## config.mk

```make
export PLATFORM = sky130hd
export DESIGN_NAME = sram_ctl
export DESIGN_NICKNAME = d
export VERILOG_FILES = /design/src/rtl/sram_ctl_pkg.sv /design/src/rtl/sram_ctl_timer.sv /design/src/rtl/sram_ctl_fsm.sv /design/src/rtl/sram_ctl_datapath.sv /design/src/rtl/sram_ctl.sv
export SDC_FILE = /design/constraint.sdc
export NUM_CORES = 1
export LEC_CHECK = 0
export ABC_AREA = 0
export CORE_MARGIN = 2
export CORE_UTILIZATION = 37
export CTS_CLUSTER_DIAMETER = 40
export DETAILED_ROUTE_END_ITERATION = 6
export MAX_ROUTING_LAYER = met4
export PLACE_DENSITY = 0.76
export SLEW_MARGIN = 40
export SYNTH_ARGS = -nofsm -noshare
export SYNTH_HDL_FRONTEND = slang
export SYNTH_SLANG_ARGS = --single-unit
```

## constraint.sdc

```tcl
create_clock -name clk -period 2 [get_ports clk]
set_input_delay 0.4 -clock clk [delete_from_list [all_inputs] [get_ports clk]]
set_output_delay 0.4 -clock clk [all_outputs]
set_load 0.03 [all_outputs]
```

## src/rtl/sram_ctl_pkg.sv

```systemverilog
package sram_ctl_pkg;

  typedef enum logic [2:0] {
    ST_IDLE,
    ST_RD,
    ST_RD_GAP,
    ST_WR,
    ST_WR_REC
  } ctl_state_e;

  // Timing figures of one speed grade, in picoseconds.
  typedef struct packed {
    int unsigned t_rc;
    int unsigned t_aa;
    int unsigned t_oe;
    int unsigned t_ohz;
    int unsigned t_wc;
    int unsigned t_wp;
    int unsigned t_dw;
    int unsigned t_wr;
  } grade_t;

  function automatic grade_t grade_timing(input int unsigned grade_ns);
    grade_t g;
    case (grade_ns)
      85:      g = '{85000, 85000, 45000, 30000, 85000, 60000, 35000, 5000};
      100:     g = '{100000, 100000, 50000, 35000, 100000, 70000, 40000, 5000};
      120:     g = '{120000, 120000, 55000, 40000, 120000, 80000, 45000, 5000};
      default: g = '{70000, 70000, 40000, 25000, 70000, 50000, 30000, 5000};
    endcase
    return g;
  endfunction

  function automatic int unsigned max2(input int unsigned a, input int unsigned b);
    return (a > b) ? a : b;
  endfunction

  // Round a duration up to whole clock cycles, never fewer than one.
  function automatic int unsigned ps_to_cyc(input int unsigned t_ps, input int unsigned clk_ps);
    int unsigned c;
    c = (t_ps + clk_ps - 1) / clk_ps;
    return (c == 0) ? 1 : c;
  endfunction

  function automatic int unsigned sat_diff(input int unsigned a, input int unsigned b);
    return (a > b) ? (a - b) : 0;
  endfunction

  function automatic int unsigned cyc_access(input int unsigned grade_ns, input int unsigned clk_ps);
    grade_t g = grade_timing(grade_ns);
    return ps_to_cyc(max2(g.t_aa, g.t_oe), clk_ps);
  endfunction

  function automatic int unsigned cyc_off(input int unsigned grade_ns, input int unsigned clk_ps);
    grade_t g = grade_timing(grade_ns);
    return max2(ps_to_cyc(g.t_ohz, clk_ps),
                sat_diff(ps_to_cyc(g.t_rc, clk_ps), cyc_access(grade_ns, clk_ps)));
  endfunction

  function automatic int unsigned cyc_pulse(input int unsigned grade_ns, input int unsigned clk_ps);
    grade_t g = grade_timing(grade_ns);
    return ps_to_cyc(max2(g.t_wp, g.t_dw), clk_ps);
  endfunction

  function automatic int unsigned cyc_recover(input int unsigned grade_ns, input int unsigned clk_ps);
    grade_t g = grade_timing(grade_ns);
    return max2(ps_to_cyc(g.t_wr, clk_ps),
                sat_diff(ps_to_cyc(g.t_wc, clk_ps), cyc_pulse(grade_ns, clk_ps)));
  endfunction

endpackage

```

## src/rtl/sram_ctl_timer.sv

```systemverilog
module sram_ctl_timer #(
  parameter int unsigned CNT_W = 5
) (
  input  logic             clk,
  input  logic             rst_n,
  input  logic             load,
  input  logic [CNT_W-1:0] load_val,
  output logic             zero
);

  logic [CNT_W-1:0] cnt_q;

  always_ff @(posedge clk or negedge rst_n) begin
    if (!rst_n) begin
      cnt_q <= '0;
    end else if (load) begin
      cnt_q <= load_val;
    end else if (cnt_q != '0) begin
      cnt_q <= cnt_q - 1'b1;
    end
  end

  assign zero = (cnt_q == '0);

endmodule

```

## src/rtl/sram_ctl_fsm.sv

```systemverilog
module sram_ctl_fsm
  import sram_ctl_pkg::*;
#(
  parameter int unsigned CNT_W   = 5,
  parameter int unsigned N_ACC   = 14,
  parameter int unsigned N_OFF   = 5,
  parameter int unsigned N_WP    = 10,
  parameter int unsigned N_REC   = 4
) (
  input  logic             clk,
  input  logic             rst_n,
  input  logic             req_valid,
  input  logic             req_write,
  input  logic             tmr_zero,
  output logic             accept,
  output logic             rd_done,
  output logic             wr_done,
  output logic             tmr_load,
  output logic [CNT_W-1:0] tmr_val,
  output logic             ready,
  output logic             cs_n,
  output logic             we_n,
  output logic             oe_n,
  output logic             dout_en
);

  localparam logic [CNT_W-1:0] LD_ACC = CNT_W'(N_ACC - 1);
  localparam logic [CNT_W-1:0] LD_OFF = CNT_W'(N_OFF - 1);
  localparam logic [CNT_W-1:0] LD_WP  = CNT_W'(N_WP - 1);
  localparam logic [CNT_W-1:0] LD_REC = CNT_W'(N_REC - 1);

  ctl_state_e st_q, st_d;
  logic       rd_gap_done;
  logic       wr_rec_done;

  assign ready       = (st_q == ST_IDLE);
  assign accept      = ready && req_valid;
  assign rd_done     = (st_q == ST_RD) && tmr_zero;
  assign rd_gap_done = (st_q == ST_RD_GAP) && tmr_zero;
  assign wr_done     = (st_q == ST_WR) && tmr_zero;
  assign wr_rec_done = (st_q == ST_WR_REC) && tmr_zero;

  always_comb begin
    st_d     = st_q;
    tmr_load = 1'b0;
    tmr_val  = '0;
    if (accept) begin
      tmr_load = 1'b1;
      if (req_write) begin
        st_d    = ST_WR;
        tmr_val = LD_WP;
      end else begin
        st_d    = ST_RD;
        tmr_val = LD_ACC;
      end
    end else if (rd_done) begin
      st_d     = ST_RD_GAP;
      tmr_load = 1'b1;
      tmr_val  = LD_OFF;
    end else if (wr_done) begin
      st_d     = ST_WR_REC;
      tmr_load = 1'b1;
      tmr_val  = LD_REC;
    end else if (rd_gap_done || wr_rec_done) begin
      st_d = ST_IDLE;
    end
  end

  always_ff @(posedge clk or negedge rst_n) begin
    if (!rst_n) st_q <= ST_IDLE;
    else        st_q <= st_d;
  end

  assign cs_n    = !((st_q == ST_RD) || (st_q == ST_WR));
  assign oe_n    = (st_q != ST_RD);
  assign we_n    = (st_q != ST_WR);
  assign dout_en = (st_q == ST_WR) || (st_q == ST_WR_REC);

endmodule

```

## src/rtl/sram_ctl_datapath.sv

```systemverilog
module sram_ctl_datapath #(
  parameter int unsigned AW = 21,
  parameter int unsigned DW = 8
) (
  input  logic          clk,
  input  logic          rst_n,
  input  logic          accept,
  input  logic          rd_done,
  input  logic [AW-1:0] req_addr,
  input  logic [DW-1:0] req_wdata,
  input  logic [DW-1:0] mem_din,
  output logic [AW-1:0] mem_addr,
  output logic [DW-1:0] mem_dout,
  output logic          rsp_valid,
  output logic [DW-1:0] rsp_rdata
);

  // Address and write data are loaded only at acceptance, while all strobes are high.
  always_ff @(posedge clk or negedge rst_n) begin
    if (!rst_n) begin
      mem_addr <= '0;
      mem_dout <= '0;
    end else if (accept) begin
      mem_addr <= req_addr;
      mem_dout <= req_wdata;
    end
  end

  always_ff @(posedge clk or negedge rst_n) begin
    if (!rst_n) begin
      rsp_valid <= 1'b0;
      rsp_rdata <= '0;
    end else begin
      rsp_valid <= rd_done;
      if (rd_done) rsp_rdata <= mem_din;
    end
  end

endmodule

```

## src/rtl/sram_ctl.sv

```systemverilog
module sram_ctl
  import sram_ctl_pkg::*;
#(
  parameter int unsigned SPEED_NS = 70,
  parameter int unsigned CLK_PS   = 5000,
  parameter int unsigned AW       = 21,
  parameter int unsigned DW       = 8
) (
  input  logic          clk,
  input  logic          rst_n,
  input  logic          req_valid,
  output logic          req_ready,
  input  logic          req_write,
  input  logic [AW-1:0] req_addr,
  input  logic [DW-1:0] req_wdata,
  output logic          rsp_valid,
  output logic [DW-1:0] rsp_rdata,
  output logic [AW-1:0] mem_addr,
  output logic          mem_cs_n,
  output logic          mem_we_n,
  output logic          mem_oe_n,
  output logic [DW-1:0] mem_dout,
  output logic          mem_dout_en,
  input  logic [DW-1:0] mem_din
);

  localparam int unsigned N_ACC = cyc_access(SPEED_NS, CLK_PS);
  localparam int unsigned N_OFF = cyc_off(SPEED_NS, CLK_PS);
  localparam int unsigned N_WP  = cyc_pulse(SPEED_NS, CLK_PS);
  localparam int unsigned N_REC = cyc_recover(SPEED_NS, CLK_PS);
  localparam int unsigned N_MAX = max2(max2(N_ACC, N_OFF), max2(N_WP, N_REC));
  localparam int unsigned CNT_W = (N_MAX < 2) ? 1 : $clog2(N_MAX);

  // Named internal events, brought out for the checker.
  logic             accept;
  logic             rd_done;
  logic             wr_done;
  logic             tmr_load;
  logic [CNT_W-1:0] tmr_val;
  logic             tmr_zero;

  sram_ctl_timer #(.CNT_W(CNT_W)) u_timer (
    .clk      (clk),
    .rst_n    (rst_n),
    .load     (tmr_load),
    .load_val (tmr_val),
    .zero     (tmr_zero)
  );

  sram_ctl_fsm #(
    .CNT_W (CNT_W),
    .N_ACC (N_ACC),
    .N_OFF (N_OFF),
    .N_WP  (N_WP),
    .N_REC (N_REC)
  ) u_fsm (
    .clk       (clk),
    .rst_n     (rst_n),
    .req_valid (req_valid),
    .req_write (req_write),
    .tmr_zero  (tmr_zero),
    .accept    (accept),
    .rd_done   (rd_done),
    .wr_done   (wr_done),
    .tmr_load  (tmr_load),
    .tmr_val   (tmr_val),
    .ready     (req_ready),
    .cs_n      (mem_cs_n),
    .we_n      (mem_we_n),
    .oe_n      (mem_oe_n),
    .dout_en   (mem_dout_en)
  );

  sram_ctl_datapath #(.AW(AW), .DW(DW)) u_dp (
    .clk       (clk),
    .rst_n     (rst_n),
    .accept    (accept),
    .rd_done   (rd_done),
    .req_addr  (req_addr),
    .req_wdata (req_wdata),
    .mem_din   (mem_din),
    .mem_addr  (mem_addr),
    .mem_dout  (mem_dout),
    .rsp_valid (rsp_valid),
    .rsp_rdata (rsp_rdata)
  );

endmodule

```

==> Yosys cells after proc, flatten, opt, wreduce, memory -nomap -nowiden <==
Index checks and enable logic that the tools add are counted.
{ "totals": {"output_inout_bits": 43, "in_bits": 41, "ff_bits": 45} }
{ "classes": {"n_eq_ne": 6, "mux": 14, "n_reduce_logical": 14, "n_addsub": 1} }
{ "op_table": {"columns": ["operator", "n"], "rows": [
  ["$mux 4", 4],
  ["$mux 3", 5],
  ["$reduce_bool 4->1", 2],
  ["$eq 3x2->1 const B", 2],
  ["$logic_and 1x1->1", 5],
  ["$logic_not 4->1", 1],
  ["$mux 2", 2],
  ["$sub 4x1->4 const B", 1],
  ["$eq 3x1->1 const B", 1],
  ["$eq 3x3->1 const B", 1],
  ["$logic_not 3->1", 1],
  ["$logic_or 1x1->1", 3],
  ["$mux 1", 3],
  ["$ne 3x1->1 const B", 1],
  ["$ne 3x2->1 const B", 1],
  ["$reduce_bool 2->1", 1],
  ["$logic_not 1->1", 1]
]} }

==> Depth between registers and ports, before layout <==
{ "logic_depth": {"word_depth": 7, "depth_mapped": 6, "mapped_depth_nobuf": 5} }

==> Modules after synthesis <==
A second synthesis with hierarchy kept.
{ "unflattened": {"hier_cells": 136, "hier_area_um2": 1960.6} }
{ "modules_own_cells": {"columns": ["mod", "area_per_inst_um2", "n_inst", "cells_per_inst"], "rows": [
  ["sram_ctl_datapath", 1437.6, 1, 79],
  ["sram_ctl_fsm", 289.0, 1, 35],
  ["sram_ctl_timer", 234.0, 1, 22]
]} }

==> Least setup slack after synthesis <==
Ideal clock, no wire load.
{ "synth_path": {"path_kind": "flip-flop to flip-flop", "from": "register u_timer.cnt_q[0]", "to": "register u_dp.rsp_rdata[0]", "setup_time_ns": 0.125, "t_arrival_ns": 1.795, "slack_ns": 0.079, "synth_period_minus_slack_ns": 1.921, "stages_incl_launch_ff": 7, "cell_sequence": "dfrtp_1 inv_1 ha_1 or3b_4 or3_4 buf_6 mux2_4"} }
{ "synth_via": {"elab_chain_len": 2} }
{ "synth_rtl": {"columns": ["element", "line_no", "text"], "rows": [
  ["from (decl)", "sram_ctl_timer.sv:11", "logic [CNT_W-1:0] cnt_q;"],
  ["from (signal assigned)", "sram_ctl_timer.sv:17", "cnt_q <= load_val;"],
  ["from (signal assigned)", "sram_ctl_timer.sv:19", "cnt_q <= cnt_q - 1'b1;"],
  ["$logic_not 4->1", "sram_ctl_timer.sv:23", "assign zero = (cnt_q == '0);"],
  ["$logic_and 1x1->1", "sram_ctl_fsm.sv:38", "assign rd_done = (st_q == ST_RD) && tmr_zero;"],
  ["to (signal assigned)", "sram_ctl_datapath.sv:35", "if (rd_done) rsp_rdata <= mem_din;"],
  ["to (decl)", "sram_ctl_datapath.sv:15", "output logic [DW-1:0] rsp_rdata"]
]} }
No other way between the ends.
A chain may end at the register's enable or synchronous reset.

==> Worst setup path after layout <==
{ "layout_path": {"from": "register u_timer.cnt_q[0]", "to": "register u_dp.rsp_rdata[5]"} }
Same word-level chain as after synthesis.

==> impl_metrics.env <==
export IMPL_hold_slack_ps=67.1
export IMPL_rows=25
export IMPL_cts_clk_slew_worst_paths_ps=80
export IMPL_post_cts_setup_buffers=0
export IMPL_synth_seq_cells=45
export IMPL_setup_tns_ps=0
export IMPL_relSlewSlack_pct=65.3
export IMPL_fin_skew_ps=4.82
export IMPL_detail_route_antenna_nets=0
export IMPL_first_iter_violations=55
export IMPL_grt_pass1_wl_mm=6.53
export IMPL_grt_max_degree=26
export IMPL_mostFrequentLayoutCell="nand2_1"
export IMPL_worst_pin_slew_ps=520
export IMPL_start_util_pct=39.1
export IMPL_cp_required_ps=2180
export IMPL_drc=0
export IMPL_n_antenna_cell=0
export IMPL_synth_yosys_seq_area_share_pct=59.8
export IMPL_post_synth_num_cell_types=30
export IMPL_grt_overflow=0
export IMPL_via_per_inst=4.50
export IMPL_status="finished clean"
export IMPL_io_pins=84
export IMPL_arrival_ps=2080
export IMPL_vias=1570
export IMPL_clk_latency_ps=290
export IMPL_first_global_vias=1500
export IMPL_dieArea_um2=5670
export IMPL_dp_hpwl_mm=3.11
export IMPL_synthCells=191
export IMPL_fin_ws_ps=101
export IMPL_crit_fanout=11
export IMPL_cts_sinks=45
export IMPL_min_path_type="in2async"
export IMPL_fmax_ghz=0.527
export IMPL_avgSynthCellArea_um2=9.85
export IMPL_period_minus_slack_ps=1900
export IMPL_antenna_found_initial=0
export IMPL_final_max_slew_viol_count=0
export IMPL_cts_root_buf="clkbuf_8"
export IMPL_nFillCells=429
export IMPL_die_h_um=75.3
export IMPL_final_cell_mix="nand2_1 (91), clkdlybuf4s50_1 (77), dfrtp_1 (44)"
export IMPL_die_width_um=75.3
export IMPL_port_buffers=83
export IMPL_p_leak_nw=1.43
export IMPL_fin_crit_sh_pct=94.9
export IMPL_numCtsBuffers=5
export IMPL_synth_area_um2=1880
export IMPL_start_kind="register"
export IMPL_hold_violations=0
export IMPL_track_usage_pct=15.6
export IMPL_pre_cts_ws_ps=-36.2
export IMPL_clock_path_buffers=2
export IMPL_cts_hold_buffers_added=0
export IMPL_cts_tree="yes"
export IMPL_async_reset_ff_share_pct=100
export IMPL_dr_pass1_iters=4
export IMPL_cp_end_kind="register"
export IMPL_rsz0062_at_grt="false"
export IMPL_coreArea_um2=4820
export IMPL_nNetsFinal=323
export IMPL_avgRoutedWirePerCell_um=11.8
export IMPL_powerDensity_nw_per_um2=1210
export IMPL_finalSetupViolCount=0
export IMPL_syn_num_nets=233
export IMPL_drt_total_wl_mm=4.13
export IMPL_cts_resized=5
export IMPL_synth_ff_type="dfrtp_1"
export IMPL_cap_violations=0
export IMPL_htreeDepth=2
export IMPL_ys_warn_count=0
export IMPL_critPathKind="reg2reg"
export IMPL_synth_edf_count=0
export IMPL_drive_above_1_share_pct=11.3
export IMPL_vdd_drop_max_mv=0.561
export IMPL_syn_to_final_growth_pct=55.9
export IMPL_gp_congestion=0.856
## Yosys cell counts, types with 2 or more instances
library cell	count	area, um2
buf_2	4	20.0
or3_1	2	12.5
nand2b_1	3	18.8
o21ai_0	5	25.0
nor3_1	2	10.0
nand2_1	91	342
and3b_1	2	17.5
a21oi_1	2	10.0
clkbuf_1	5	18.8
mux2_4	7	105
dfrtp_1	45	1130
inv_1	5	18.8
## final cells by class
| cell class | count | area [um2] | area share, % |
|---|---|---|---|
| Clock buffer | 6 | 72.6 | 2.47 |
| Clock inverter | 2 | 10.0 | 0.341 |
| Inverter | 5 | 18.8 | 0.640 |
| Multi-Input combinational cell | 130 | 691 | 23.5 |
| Sequential cell | 45 | 1130 | 38.4 |
| Tap cell | 67 | 83.8 | 2.86 |
| Timing Repair Buffer | 94 | 931 | 31.7 |
## metrics by stage
stage | instances | power, mW | area [um2] | utilization (%)
after floorplan | 191 | 2.31 | 1880 | -
after global placement | 341 | 3.02 | 2850 | 59.2
after detailed placement | 341 | 3.06 | 2850 | 59.2
after CTS | 349 | 3.59 | 2930 | 60.9
after global routing | 349 | 3.77 | 2930 | 60.9
final | 349 | 3.55 | 2930 | 60.9
## state kept, by name (all words and copies together) (netlist names)
| register | flops |
|---|---|
| u_dp.mem_addr | 21 |
| u_fsm.st_q | 3 |
| u_dp.rsp_valid | 1 |
| u_timer.cnt_q | 4 |
| u_dp.rsp_rdata | 8 |
| u_dp.mem_dout | 8 |
## power by group
| group | total (mW) | switching, mW | internal [mW] |
|---|---|---|---|
| Sequential | 1.41 | 0.204 | 1.20 |
| Combinational | 1.62 | 0.868 | 0.749 |
| Clock | 0.529 | 0.287 | 0.242 |
## metal layers
metal	vias to the layer above	track usage [%]	wire length, um
met5	-	-	0
met4	0	4.68	71
met3	10	3.31	303
met2	64	25.8	1990
met1	710	19.2	1770
li1	786	-	-
## kinds of logic (layout without fill, tap and decap cells)
kind of cell               after synthesis  after routing  synth area share [%]
buffers and inverters                   16            107                  3.92
AOI/OAI and AO/OA                       12             12                  3.99
muxes                                    8              8                  6.18
and+or+nand+nor                        109            109                  25.4
adders and majority gates                1              1                 0.665
DFF                                     45             45                  59.8
## worst max-delay path: stages, from the launching register on
cell and delay (ps):
dfrtp_1 390, inv_1 80, ha_1 160, or3b_4 380, or3_4 450, mux2_4 330
## worst paths after layout
kind / slack, ps / startpoint / endpoint / cells after the start
setup / recovery: 100 / u_timer.cnt_q[0] / u_dp.rsp_rdata[5] / 5
setup reg to reg: 100 / u_timer.cnt_q[0] / u_dp.rsp_rdata[5] / 5
hold reg to reg: 480 / u_dp.mem_dout[1] / u_dp.mem_dout[1] / 2
min in group clk: 480 / u_dp.mem_dout[1] / u_dp.mem_dout[1] / 2
hold / removal: 70 / rst_n / u_dp.rsp_rdata[0] / 1
max in group asynchronous: 1420 / rst_n / u_fsm.st_q[0] / 2
(Power assumes the default switching activity.)
